**config.mk**
```make
export PLATFORM = sky130hd
export DESIGN_NAME = bcfg_regs
export DESIGN_NICKNAME = d
export VERILOG_FILES = /design/src/rtl/bcfg_pkg.sv /design/src/rtl/bcfg_win_hit.sv /design/src/rtl/bcfg_lane_merge.sv /design/src/rtl/bcfg_regs.sv
export SDC_FILE = /design/constraint.sdc
export NUM_CORES = 1
export LEC_CHECK = 0
export CAP_MARGIN = 5
export CORE_ASPECT_RATIO = 0.6
export CORE_MARGIN = 4
export CORE_UTILIZATION = 40
export CTS_CLUSTER_DIAMETER = 120
export DETAILED_ROUTE_END_ITERATION = 10
export GPL_TIMING_DRIVEN = 0
export PLACE_DENSITY_LB_ADDON = 0.08
export SETUP_SLACK_MARGIN = 0.2
export SLEW_MARGIN = 15
export SYNTH_ARGS = -nofsm -noshare
export SYNTH_HDL_FRONTEND = slang
export SYNTH_HIERARCHICAL = 1
export SYNTH_SLANG_ARGS = --single-unit
```
**constraint.sdc**
```tcl
create_clock -name clk -period 2.7 [get_ports clk]
set_input_delay 0.27 -clock clk [delete_from_list [all_inputs] [get_ports clk]]
set_output_delay 0.27 -clock clk [all_outputs]
set_load 0.05 [all_outputs]
```
**src/rtl/bcfg_pkg.sv**
```systemverilog
package bcfg_pkg;
    localparam int DATA_W = 32;
    localparam int LANES  = DATA_W / 8;
    localparam int LSB_W  = $clog2(LANES);

    localparam logic [15:0] STAT_CAPS = 16'h00A0;
    localparam logic [23:0] CLASS_P2P = 24'h060400;
    localparam logic [6:0]  HDR_KIND1 = 7'h01;
    localparam logic [3:0]  IO_KIND   = 4'h1;
    localparam logic [3:0]  MEM_KIND  = 4'h0;
    localparam logic [3:0]  PF_KIND   = 4'h1;
    localparam int          BUSRST_BIT = 6;

    localparam int DW_ID    = 0;
    localparam int DW_CMD   = 1;
    localparam int DW_CLASS = 2;
    localparam int DW_HDR   = 3;
    localparam int DW_BUS   = 6;
    localparam int DW_IO    = 7;
    localparam int DW_MEM   = 8;
    localparam int DW_PF    = 9;
    localparam int DW_PFBU  = 10;
    localparam int DW_PFLU  = 11;
    localparam int DW_IOU   = 12;
    localparam int DW_BCTL  = 15;

    typedef struct packed {
        logic [15:0] cmd;
        logic [7:0]  pri_bus;
        logic [7:0]  sec_bus;
        logic [7:0]  sub_bus;
        logic [7:0]  lat;
        logic [3:0]  io_base_a;
        logic [3:0]  io_lim_a;
        logic [11:0] mem_base_a;
        logic [11:0] mem_lim_a;
        logic [11:0] pf_base_a;
        logic [11:0] pf_lim_a;
        logic [31:0] pf_base_up;
        logic [31:0] pf_lim_up;
        logic [15:0] io_base_up;
        logic [15:0] io_lim_up;
        logic [15:0] bctl;
        logic        remap;
        logic        sreset;
        logic [31:0] rdata;
    } regs_t;

    // Byte offsets whose modification reshapes a forwarding window.
    function automatic logic window_byte(input int unsigned off);
        return (off >= 4  && off <= 5)  ||
               (off >= 28 && off <= 29) ||
               (off >= 32 && off <= 51) ||
               (off >= 62 && off <= 63);
    endfunction
endpackage

```
**src/rtl/bcfg_win_hit.sv**
```systemverilog
module bcfg_win_hit
    import bcfg_pkg::*;
#(
    parameter int ADDR_W = 6
) (
    input  logic [ADDR_W-1:0] addr,
    input  logic [LANES-1:0]  be,
    output logic              hit
);
    logic [LANES-1:0] lane_hit;

    for (genvar g = 0; g < LANES; g++) begin : g_lane
        localparam logic [LSB_W-1:0] LANE_IDX = LSB_W'(g);
        logic [ADDR_W+LSB_W-1:0] off;
        assign off         = {addr, LANE_IDX};
        assign lane_hit[g] = be[g] && window_byte(int'(off));
    end

    assign hit = |lane_hit;
endmodule

```
**src/rtl/bcfg_lane_merge.sv**
```systemverilog
module bcfg_lane_merge
    import bcfg_pkg::*;
(
    input  logic [DATA_W-1:0] old_word,
    input  logic [DATA_W-1:0] new_word,
    input  logic [LANES-1:0]  be,
    output logic [DATA_W-1:0] merged
);
    for (genvar g = 0; g < LANES; g++) begin : g_lane
        assign merged[g*8 +: 8] = be[g] ? new_word[g*8 +: 8] : old_word[g*8 +: 8];
    end
endmodule

```
**src/rtl/bcfg_regs.sv**
```systemverilog
module bcfg_regs
    import bcfg_pkg::*;
#(
    parameter int          ADDR_W     = 6,
    parameter logic [15:0] VENDOR_ID  = 16'hABCD,
    parameter logic [15:0] DEVICE_ID  = 16'h1234,
    parameter logic [7:0]  REV_ID     = 8'h02,
    parameter logic        MULTI_FUNC = 1'b0
) (
    input  logic              clk,
    input  logic              rst_n,
    input  logic              cfg_wr,
    input  logic              cfg_rd,
    input  logic [ADDR_W-1:0] cfg_addr,
    input  logic [3:0]        cfg_be,
    input  logic [31:0]       cfg_wdata,
    input  logic              disable_fwd,
    output logic [31:0]       cfg_rdata,
    output logic              remap_pulse,
    output logic              sec_reset_pulse
);
    regs_t st_q, st_d;
    logic [31:0] img_cur, merged;
    logic        win_hit;

    function automatic logic [31:0] image(input regs_t r, input logic [ADDR_W-1:0] a);
        case (a)
            ADDR_W'(DW_ID):    image = {DEVICE_ID, VENDOR_ID};
            ADDR_W'(DW_CMD):   image = {STAT_CAPS, r.cmd};
            ADDR_W'(DW_CLASS): image = {CLASS_P2P, REV_ID};
            ADDR_W'(DW_HDR):   image = {8'h00, MULTI_FUNC, HDR_KIND1, 16'h0000};
            ADDR_W'(DW_BUS):   image = {r.lat, r.sub_bus, r.sec_bus, r.pri_bus};
            ADDR_W'(DW_IO):    image = {STAT_CAPS, r.io_lim_a, IO_KIND, r.io_base_a, IO_KIND};
            ADDR_W'(DW_MEM):   image = {r.mem_lim_a, MEM_KIND, r.mem_base_a, MEM_KIND};
            ADDR_W'(DW_PF):    image = {r.pf_lim_a, PF_KIND, r.pf_base_a, PF_KIND};
            ADDR_W'(DW_PFBU):  image = r.pf_base_up;
            ADDR_W'(DW_PFLU):  image = r.pf_lim_up;
            ADDR_W'(DW_IOU):   image = {r.io_lim_up, r.io_base_up};
            ADDR_W'(DW_BCTL):  image = {r.bctl, 16'h0000};
            default:           image = 32'h0;
        endcase
    endfunction

    assign img_cur = image(st_q, cfg_addr);

    bcfg_lane_merge u_merge (
        .old_word (img_cur),
        .new_word (cfg_wdata),
        .be       (cfg_be),
        .merged   (merged)
    );

    bcfg_win_hit #(.ADDR_W(ADDR_W)) u_hit (
        .addr (cfg_addr),
        .be   (cfg_be),
        .hit  (win_hit)
    );

    always_comb begin
        st_d        = st_q;
        st_d.remap  = 1'b0;
        st_d.sreset = 1'b0;
        if (cfg_rd) st_d.rdata = img_cur;
        if (disable_fwd) begin
            st_d.io_base_a  = '1;
            st_d.io_lim_a   = '0;
            st_d.mem_base_a = '1;
            st_d.mem_lim_a  = '0;
            st_d.pf_base_a  = '1;
            st_d.pf_lim_a   = '0;
            st_d.pf_base_up = '0;
            st_d.pf_lim_up  = '0;
            st_d.remap      = 1'b1;
        end else if (cfg_wr) begin
            st_d.remap = win_hit;
            case (cfg_addr)
                ADDR_W'(DW_CMD): st_d.cmd = merged[15:0];
                ADDR_W'(DW_BUS): {st_d.lat, st_d.sub_bus, st_d.sec_bus, st_d.pri_bus} = merged;
                ADDR_W'(DW_IO): begin
                    st_d.io_base_a = merged[7:4];
                    st_d.io_lim_a  = merged[15:12];
                end
                ADDR_W'(DW_MEM): begin
                    st_d.mem_base_a = merged[15:4];
                    st_d.mem_lim_a  = merged[31:20];
                end
                ADDR_W'(DW_PF): begin
                    st_d.pf_base_a = merged[15:4];
                    st_d.pf_lim_a  = merged[31:20];
                end
                ADDR_W'(DW_PFBU): st_d.pf_base_up = merged;
                ADDR_W'(DW_PFLU): st_d.pf_lim_up  = merged;
                ADDR_W'(DW_IOU):  {st_d.io_lim_up, st_d.io_base_up} = merged;
                ADDR_W'(DW_BCTL): begin
                    st_d.bctl   = merged[31:16];
                    st_d.sreset = !st_q.bctl[BUSRST_BIT] && merged[16+BUSRST_BIT];
                end
                default: ;
            endcase
        end
    end

    always_ff @(posedge clk) begin
        if (!rst_n) st_q <= '0;
        else        st_q <= st_d;
    end

    assign cfg_rdata       = st_q.rdata;
    assign remap_pulse     = st_q.remap;
    assign sec_reset_pulse = st_q.sreset;

    // a window-touching write is followed by the strobe
    a_r6_remap_on_hit: assert property (@(posedge clk) disable iff (!rst_n)
        (cfg_wr && !disable_fwd && win_hit) |=> remap_pulse);
    // no request, no strobe
    a_r6_quiet: assert property (@(posedge clk) disable iff (!rst_n)
        (!cfg_wr && !disable_fwd) |=> !remap_pulse);
    // the secondary reset never lasts two cycles
    a_r10_sreset_width: assert property (@(posedge clk) disable iff (!rst_n)
        sec_reset_pulse |=> !sec_reset_pulse);
    // the secondary reset only follows a write
    a_r7_sreset_cause: assert property (@(posedge clk) disable iff (!rst_n)
        sec_reset_pulse |-> ($past(cfg_wr) && !$past(disable_fwd)));
    // disable leaves every base above its limit
    a_r8_closed: assert property (@(posedge clk) disable iff (!rst_n)
        disable_fwd |=> (st_q.mem_base_a == '1 && st_q.mem_lim_a == '0 &&
                         st_q.pf_base_a == '1 && st_q.pf_lim_a == '0 &&
                         st_q.io_base_a == '1 && st_q.io_lim_a == '0 &&
                         st_q.pf_base_up == '0 && st_q.pf_lim_up == '0 && remap_pulse));
endmodule

```
==> run summary, run 1 <==
Max-slew violation count = 0
Syn Nets = 1448
WHS Endpoint = cfg_rdata[3]
Hold-fix buffers at CTS = 0
TritonCTS Buffers = 25
Vias in the first global route = 10.4k
Synth top area share = 41.9%
Largest net degree at the start of global routing = 14
Worst Path Arrival = 2930 ps
CP peak stage delay = 740 ps
Routed Antenna Nets = 0
Tot GR Track Use = 30.6%
Die area = 32700 um^2
CTS Buffer Depth = 3
Syn_area_per_cell = 8.52 um^2
DP Worst Slack = -1620 ps
Number of synthesized flops with an enable pin = 0
Final WS setup = 198 ps
IO buf count = 79
DP Area = 13200 um^2
Fmax = 400 MHz
RePlAce Congestion = 0.982
WP data required = 3130 ps
Setup violators final = 0
Post-route cell area = 14300 um^2
Status = completed
Fin nets = 1563
CP Cell Sequence = clkdlybuf4s15_1 > buf_4 > nor4_4 > nand3_1 > clkbuf_1 > nand2_1 > a21boi_1
Crit share post-route = 92.7%
H-tree depth = 1
Design Power = 8.12 mW
Period minus WS final = 2500 ps
Clock latency on the worst-skew pair = 550 ps
Synthesized instance count = 1401
Area delta synth->final = 19.5%
RR Endpoint = st_q[186]
Fillers = 2868
P_sw = 2.16 mW
Warnings, synthesis = 6
Switching Fraction = 26.5%
Worst vdd ir = 0.000327 V
Unrepaired setup endpoints after global routing = true
Sequential share of power = 46.5%
Hold Crit Class = in2reg
First-pass GRT wire length = 73.7 mm
Setup Skew = 10.9 ps
CP delay by family, top = simple AND/OR/NAND/NOR gates
Max cap viols = 0
Drt first pass iters = 6
Library cells used by synthesis = 67
Sum Neg Setup Slack = 0 ps
Most common cell after layout, fill and taps aside = nand2_1
Io pins = 81
Share of cells above drive strength 1 = 16.2%
Clock share of power = 41.9%
Number of antenna repair diodes = 0
CP max stage cell = nor4_4
Register area share after synthesis = 41.9%
Pwr/cell area = 570 nW/um^2
Total congestion overflow = 0
Die Span X = 231 um
Final hold violation count = 0
Comb power frac = 11.7%
Post-DP HPWL = 36.5 mm
Initial core utilization = 41.0%
Worst-path clk slew = 70 ps
Asr flop ratio synth = 0%
CTS root buf = clkbuf_16
Worst reg-to-reg path cell count = 7
DR iter-0 viols = 1725
P_int = 5.97 mW
Routed via count = 11.6k
Final wirelength = 51.6 mm
Slew margin rel. = 34.5%
Most frequent cells in the layout = nand2_1, dfxtp_1, a21oi_1
Wire length per cell = 26.7 um
WP buf/inv = 3
Area of the core = 29100 um^2
Hold Path Depth = 3
Final Hold Slack = 228 ps
Top cells by area, synth = dfxtp_1, nand2_1, a21boi_0
Critical path launch point type = primary input
Sink Count = 250
#FFs+latches synth = 250
Synth Flop Type = dfxtp_1
Slew @ Worst Pin = 983 ps
Mapped cell area = 11900 um^2
Num rows = 48
Worst-path fanout max = 10
Crit. End Element = flop
Via/cell ratio = 6.01
Hold_sp = cfg_rd
Lkg Pwr = 5.02 nW
Initial antenna violation count = 2
CTS tree = yes
Residual DRC count = 0
Die H = 142 um
R2R Setup Slk = 520 ps
Largest area contributor in the netlist = dfxtp_1
Reg2reg start = st_q[186]
CP Class = in2reg
-- final cells by class --
type | count | area (um^2) | area share [%]
buffer | 151 | 886 | 6.21
clock buffer | 36 | 737 | 5.17
clock inverter | 3 | 18.8 | 0.132
inverter | 11 | 41.3 | 0.290
multi-input combinational | 988 | 6220 | 43.6
sequential | 250 | 5000 | 35.1
tap | 400 | 500 | 3.51
timing repair buffer | 89 | 855 | 5.99
-- flip-flops by register name (all words and copies together), names as in the netlist --
name and flops:
cfg_rdata 32, remap_pulse 1, sec_reset_pulse 1, st_q 216
-- power groups by stage --
stage | clock (mW) | sequential [mW] | combinational, mW
after floorplan | 0 | 3.85 | 0.520
after global placement | 0 | 3.86 | 0.896
after detailed placement | 0 | 3.86 | 0.896
after CTS | 3.42 | 3.77 | 0.913
after global routing | 3.56 | 3.78 | 0.973
final | 3.40 | 3.77 | 0.948
-- worst min-delay path, stage by stage --
cell and delay (ps):
buf_1 170, o21ai_0 220, a41oi_1 60
-- per-stage QoR --
| step | instances | utilization [%] |
|---|---|---|
| 2_1_floorplan | 1401 | - |
| 3_3_place_gp | 1880 | 45.5 |
| 3_5_place_dp | 1881 | 45.5 |
| 4_1_cts | 1924 | 48.8 |
| 5_1_grt | 1928 | 49.1 |
| 6_report | 1928 | 49.1 |
-- worst max path at each step --
stage | cells after the start | to | slack (ps) | start
after floorplan | 11 | st_q[169] | 310 | cfg_addr[2]
after global placement | 10 | st_q[165] | -1670 | cfg_addr[2]
after detailed placement | 11 | st_q[193] | -1620 | cfg_addr[1]
after CTS | 11 | st_q[174] | 220 | cfg_addr[4]
after global routing | 12 | sec_reset_pulse | 190 | cfg_addr[1]
final | 7 | st_q[242] | 200 | cfg_addr[4]
-- kinds of logic (layout without fill, tap and decap cells) --
family          count (synthesis)  in the layout  synth area share (%)
mux                            91             91                  10.4
buf+inv                       163            290                  7.10
simple gates                  529            529                  19.8
compound gates                368            368                  20.8
flops                         250            250                  41.9
-- layer usage --
| metal | track usage [%] | part of all wire (%) |
|---|---|---|
| met4 | 6.54 | 2.4 |
| met3 | 10.5 | 14 |
| met1 | 47.9 | 47 |
| met2 | 39.4 | 37 |
| met5 | 0 | 0.050 |
-- what timing repair did --
action,CTS,global route
gates resized for setup,52,22
buffers inserted,5,4
setup endpoints to repair,238,83
pin swaps,4,4
-- synth_stat cells, drive strengths merged, types with 9 or more instances --
cell type / count
a31oi: 17
a32oi: 9
nand2: 397
clkbuf: 64
nor3: 15
nand2b: 10
mux2: 63
nor2: 18
a221oi: 20
o21ai: 36
a21oi: 107
mux4: 10
o21a: 29
nand3: 25
mux2i: 18
buf: 88
inv: 11
and3: 18
nor2b: 9
dfxtp: 250
a21boi: 98
a22oi: 16
(Power assumes the default switching activity.)
==> run 2, diff against run 1 <==
--- a/config.mk
+++ b/config.mk
@@ -5,13 +5,13 @@
 export SDC_FILE = /design/constraint.sdc
 export NUM_CORES = 1
 export LEC_CHECK = 0
+export ABC_AREA = 1
 export CAP_MARGIN = 5
-export CORE_ASPECT_RATIO = 0.6
+export CORE_ASPECT_RATIO = 0.8
 export CORE_MARGIN = 4
 export CORE_UTILIZATION = 40
 export CTS_CLUSTER_DIAMETER = 120
 export DETAILED_ROUTE_END_ITERATION = 10
-export GPL_TIMING_DRIVEN = 0
 export PLACE_DENSITY_LB_ADDON = 0.08
 export SETUP_SLACK_MARGIN = 0.2
 export SLEW_MARGIN = 15
==> run 2 against run 1 <==
Effect of this change: hold slack worse by 8.5 ps; die area fell by 3.7%; clock power grew 7.6%; utilization fell by 1.1 points; synthesized cell count increased by 21%; via count is 5.3% lower; critical path type unchanged; largest cell class unchanged; wire length fell by 22%; area after synthesis fell by 3.6%; clock skew is 5.2 ps higher; global-route usage shrank 5.7 points; first-iteration DRC count shrank 49%; non-clock buffer count shrank 89.
==> run summary, run 2 <==
Status = completed
Fin util = 48.0% (-1.1 points)
Post-synth top cells = nand2_1, nor2_1, dfxtp_1
Warnings, synthesis = 6 (unchanged)
Clock latency on the worst-skew pair = 540 ps (about the same)
Sequential share of power = 46.3% (-0.2 points)
Largest net degree at the start of global routing = 119 (+105)
Die H = 160 um (+13%)
WHS Endpoint = cfg_rdata[0]
Worst-path fanout max = 9 (-1)
Comb power frac = 8.9% (-2.8 points)
Top cells by area, synth = dfxtp_1, nand2_1, o21ai_0
Die area = 31500 um^2 (-3.7%)
Max cap viols = 0 (unchanged)
Clock share of power = 44.7% (+2.8 points)
CP Cell Sequence = clkdlybuf4s50_1 > inv_2 > nand2_4 > nor2_4 > nand2_4 > inv_1 > nand2_1 > nand2_1 > nor2_1 > nand2_1 > nand2_1 > nand2_1 > nor2_1 > a21oi_1
Slew @ Worst Pin = 783 ps (-200 ps)
DP Area = 12700 um^2 (-4.0%)
Vias in the first global route = 10.1k (-3.2%)
Num rows = 55 (+15%)
Drt first pass iters = 5 (-1)
Pwr/cell area = 603 nW/um^2 (+5.8%)
Fin nets = 1809 (+16%)
DR iter-0 viols = 877 (-49%)
Worst Path Arrival = 2610 ps (-320 ps)
Synth top area share = 43.5% (+1.6 points)
Setup bufs post-CTS = 0 (-5)
Syn_area_per_cell = 6.76 um^2 (-21%)
Critical path launch point type = primary input
Most common cell after layout, fill and taps aside = nand2_1
CTS root buf = clkbuf_16
Synthesized instance count = 1700 (+21%)
CP Class = in2reg
Fmax = 452 MHz (+13%)
Area delta synth->final = 18.0%
Syn Nets = 1747 (+21%)
Synth Flop Type = dfxtp_1
Die Span X = 198 um (-14%)
Asr flop ratio synth = 0% (unchanged)
FF/Latch Area = 5000 um^2 (unchanged)
Wire length per cell = 18.6 um (-30%)
Fillers = 2891 (+0.80%)
Largest area contributor in the netlist = dfxtp_1
Routed via count = 11.0k (-5.3%)
TritonCTS Buffers = 27 (+8.0%)
Initial core utilization = 40.7% (-0.39 points)
Sum Neg Setup Slack = 0 ps (unchanged)
Worst path most repeated cell = nand2_1
Tot GR Track Use = 24.9% (-5.7 points)
Register area share after synthesis = 43.5% (+1.6 points)
#FFs+latches synth = 250 (unchanged)
Routed Antenna Nets = 0 (unchanged)
CTS tree = yes
RR Endpoint = st_q[199]
Most frequent cells in the layout = nand2_1, nor2_1, dfxtp_1
Mapped cell area = 11500 um^2 (-3.6%)
Worst reg-to-reg path cell count = 9 (+2)
Unrepaired setup endpoints after global routing = false
Crit. End Element = flop
CTS Buffer Depth = 3 (unchanged)
P_int = 6.12 mW (+2.6%)
RePlAce Congestion = 0.886 (-9.8%)
Biggest register = st_q
Most frequent cell after synthesis = nand2_1
Post-DP HPWL = 26.5 mm (-27%)
Slew margin rel. = 47.8% (+13 points)
R2R Setup Slk = 1020 ps (+500 ps)
Crit share post-route = 81.9% (-11 points)
Reg2reg start = st_q[183]
IO buf count = 80 (+1.3%)
Io pins = 81 (unchanged)
Residual DRC count = 0 (unchanged)
Hold Path Depth = 4 (+1)
Max-slew violation count = 0 (unchanged)
Setup Skew = 16.1 ps (+5.22 ps)
Post-CTS Resized = 0 (-100%)
Period minus WS final = 2210 ps (-290 ps)
Area of the core = 28300 um^2 (-2.7%)
Share of cells above drive strength 1 = 9.22% (-7.0 points)
Hold_sp = cfg_rd
Number of antenna repair diodes = 0 (unchanged)
First-pass GRT wire length = 61.4 mm (-17%)
WP data required = 3100 ps (-30 ps)
Design Power = 8.17 mW (+0.62%)
H-tree depth = 1 (unchanged)
Setup violators final = 0 (unchanged)
Library cells used by synthesis = 28 (-58%)
Initial antenna violation count = 1 (-1)
Final wirelength = 40.0 mm (-22%)
Number of synthesized flops with an enable pin = 0 (unchanged)
Final hold violation count = 0 (unchanged)
Hold Crit Class = in2reg
CP peak stage delay = 600 ps (-140 ps)
Lkg Pwr = 5.90 nW (+18%)
Area of the multi-input gates = 5240 um^2 (-16%)
Switching Fraction = 25.1% (-1.5 points)
Sink Count = 250 (unchanged)
Total congestion overflow = 0 (unchanged)
Post-route cell area = 13600 um^2 (-4.9%)
Worst-path clk slew = 60 ps (about the same)
Worst vdd ir = 0.000444 V (+36%)
Hold-fix buffers at CTS = 0 (unchanged)
CP max stage cell = clkdlybuf4s50_1
Max reg flops = 216 (unchanged)
P_sw = 2.05 mW (-4.9%)
Via/cell ratio = 5.10 (-15%)
## run 2: worst max-delay path by stage
| stage | startpoint | endpoint | slack (ps) | depth (start not counted) |
|---|---|---|---|---|
| 5_1_grt | cfg_addr[3] | st_q[200] | 310 | 11 |
| 2_1_floorplan | cfg_addr[2] | st_q[199] | 900 | 13 |
| 6_report | cfg_addr[2] | st_q[182] | 490 | 14 |
| 4_1_cts | cfg_addr[2] | st_q[182] | 550 | 14 |
| 3_5_place_dp | cfg_addr[2] | st_q[182] | 0.2 | 14 |
| 3_3_place_gp | cfg_addr[1] | st_q[182] | 40 | 14 |
## run 2: cell type report
cell class / instances / area share [%]
Timing Repair Buffer: 151 / 10.7
Clock buffer: 38 / 5.58
Sequential cell: 250 / 36.9
Tap cell: 370 / 3.41
Clock inverter: 8 / 0.710
Multi-Input combinational cell: 1184 / 38.6
Inverter: 148 / 4.10
## run 2: through the flow
| step | hold slack, ps | instances | setup WS (ps) |
|---|---|---|---|
| CTS | 216 | 2149 | 547 |
| finish | 220 | 2149 | 488 |
| detailed placement | 439 | 2103 | 0.226 |
| floorplan | 406 | 1700 | 900 |
| global placement | 433 | 2103 | 36.2 |
| global route | 264 | 2149 | 309 |
## run 2: kinds of logic after synthesis
logic type | Yosys count | synth area share [%]
flip-flops | 250 | 43.5
AO/OA/AOI/OAI | 410 | 18.0
buffers and inverters | 266 | 11.0
AND/OR/NAND/NOR | 774 | 27.5
## run 2: per-layer routing
metal  part of all wire [%]  vias up  global-route usage [%]
met5                  0.033        -                       0
met4                    2.0        2                    5.01
met3                    7.6       56                    3.99
met2                     41      350                    36.0
met1                     49     5039                    39.0
li1                       -     5521                       -
## run 2: critical path, delay by kind of cell
| family | cells | cell delay (ps) |
|---|---|---|
| compound gates | 1 | 100 |
| buf+inv | 3 | 900 |
| simple gates | 10 | 1330 |
## run 2: power groups by stage
stage                     Clock (mW)  Sequential, mW  Combinational, mW
after floorplan                    0            3.86              0.454
after detailed placement           0            3.87              0.724
final                           3.66            3.79              0.730
after global routing            3.88            3.79              0.794
after global placement             0            3.87              0.723
after CTS                       3.73            3.78              0.728
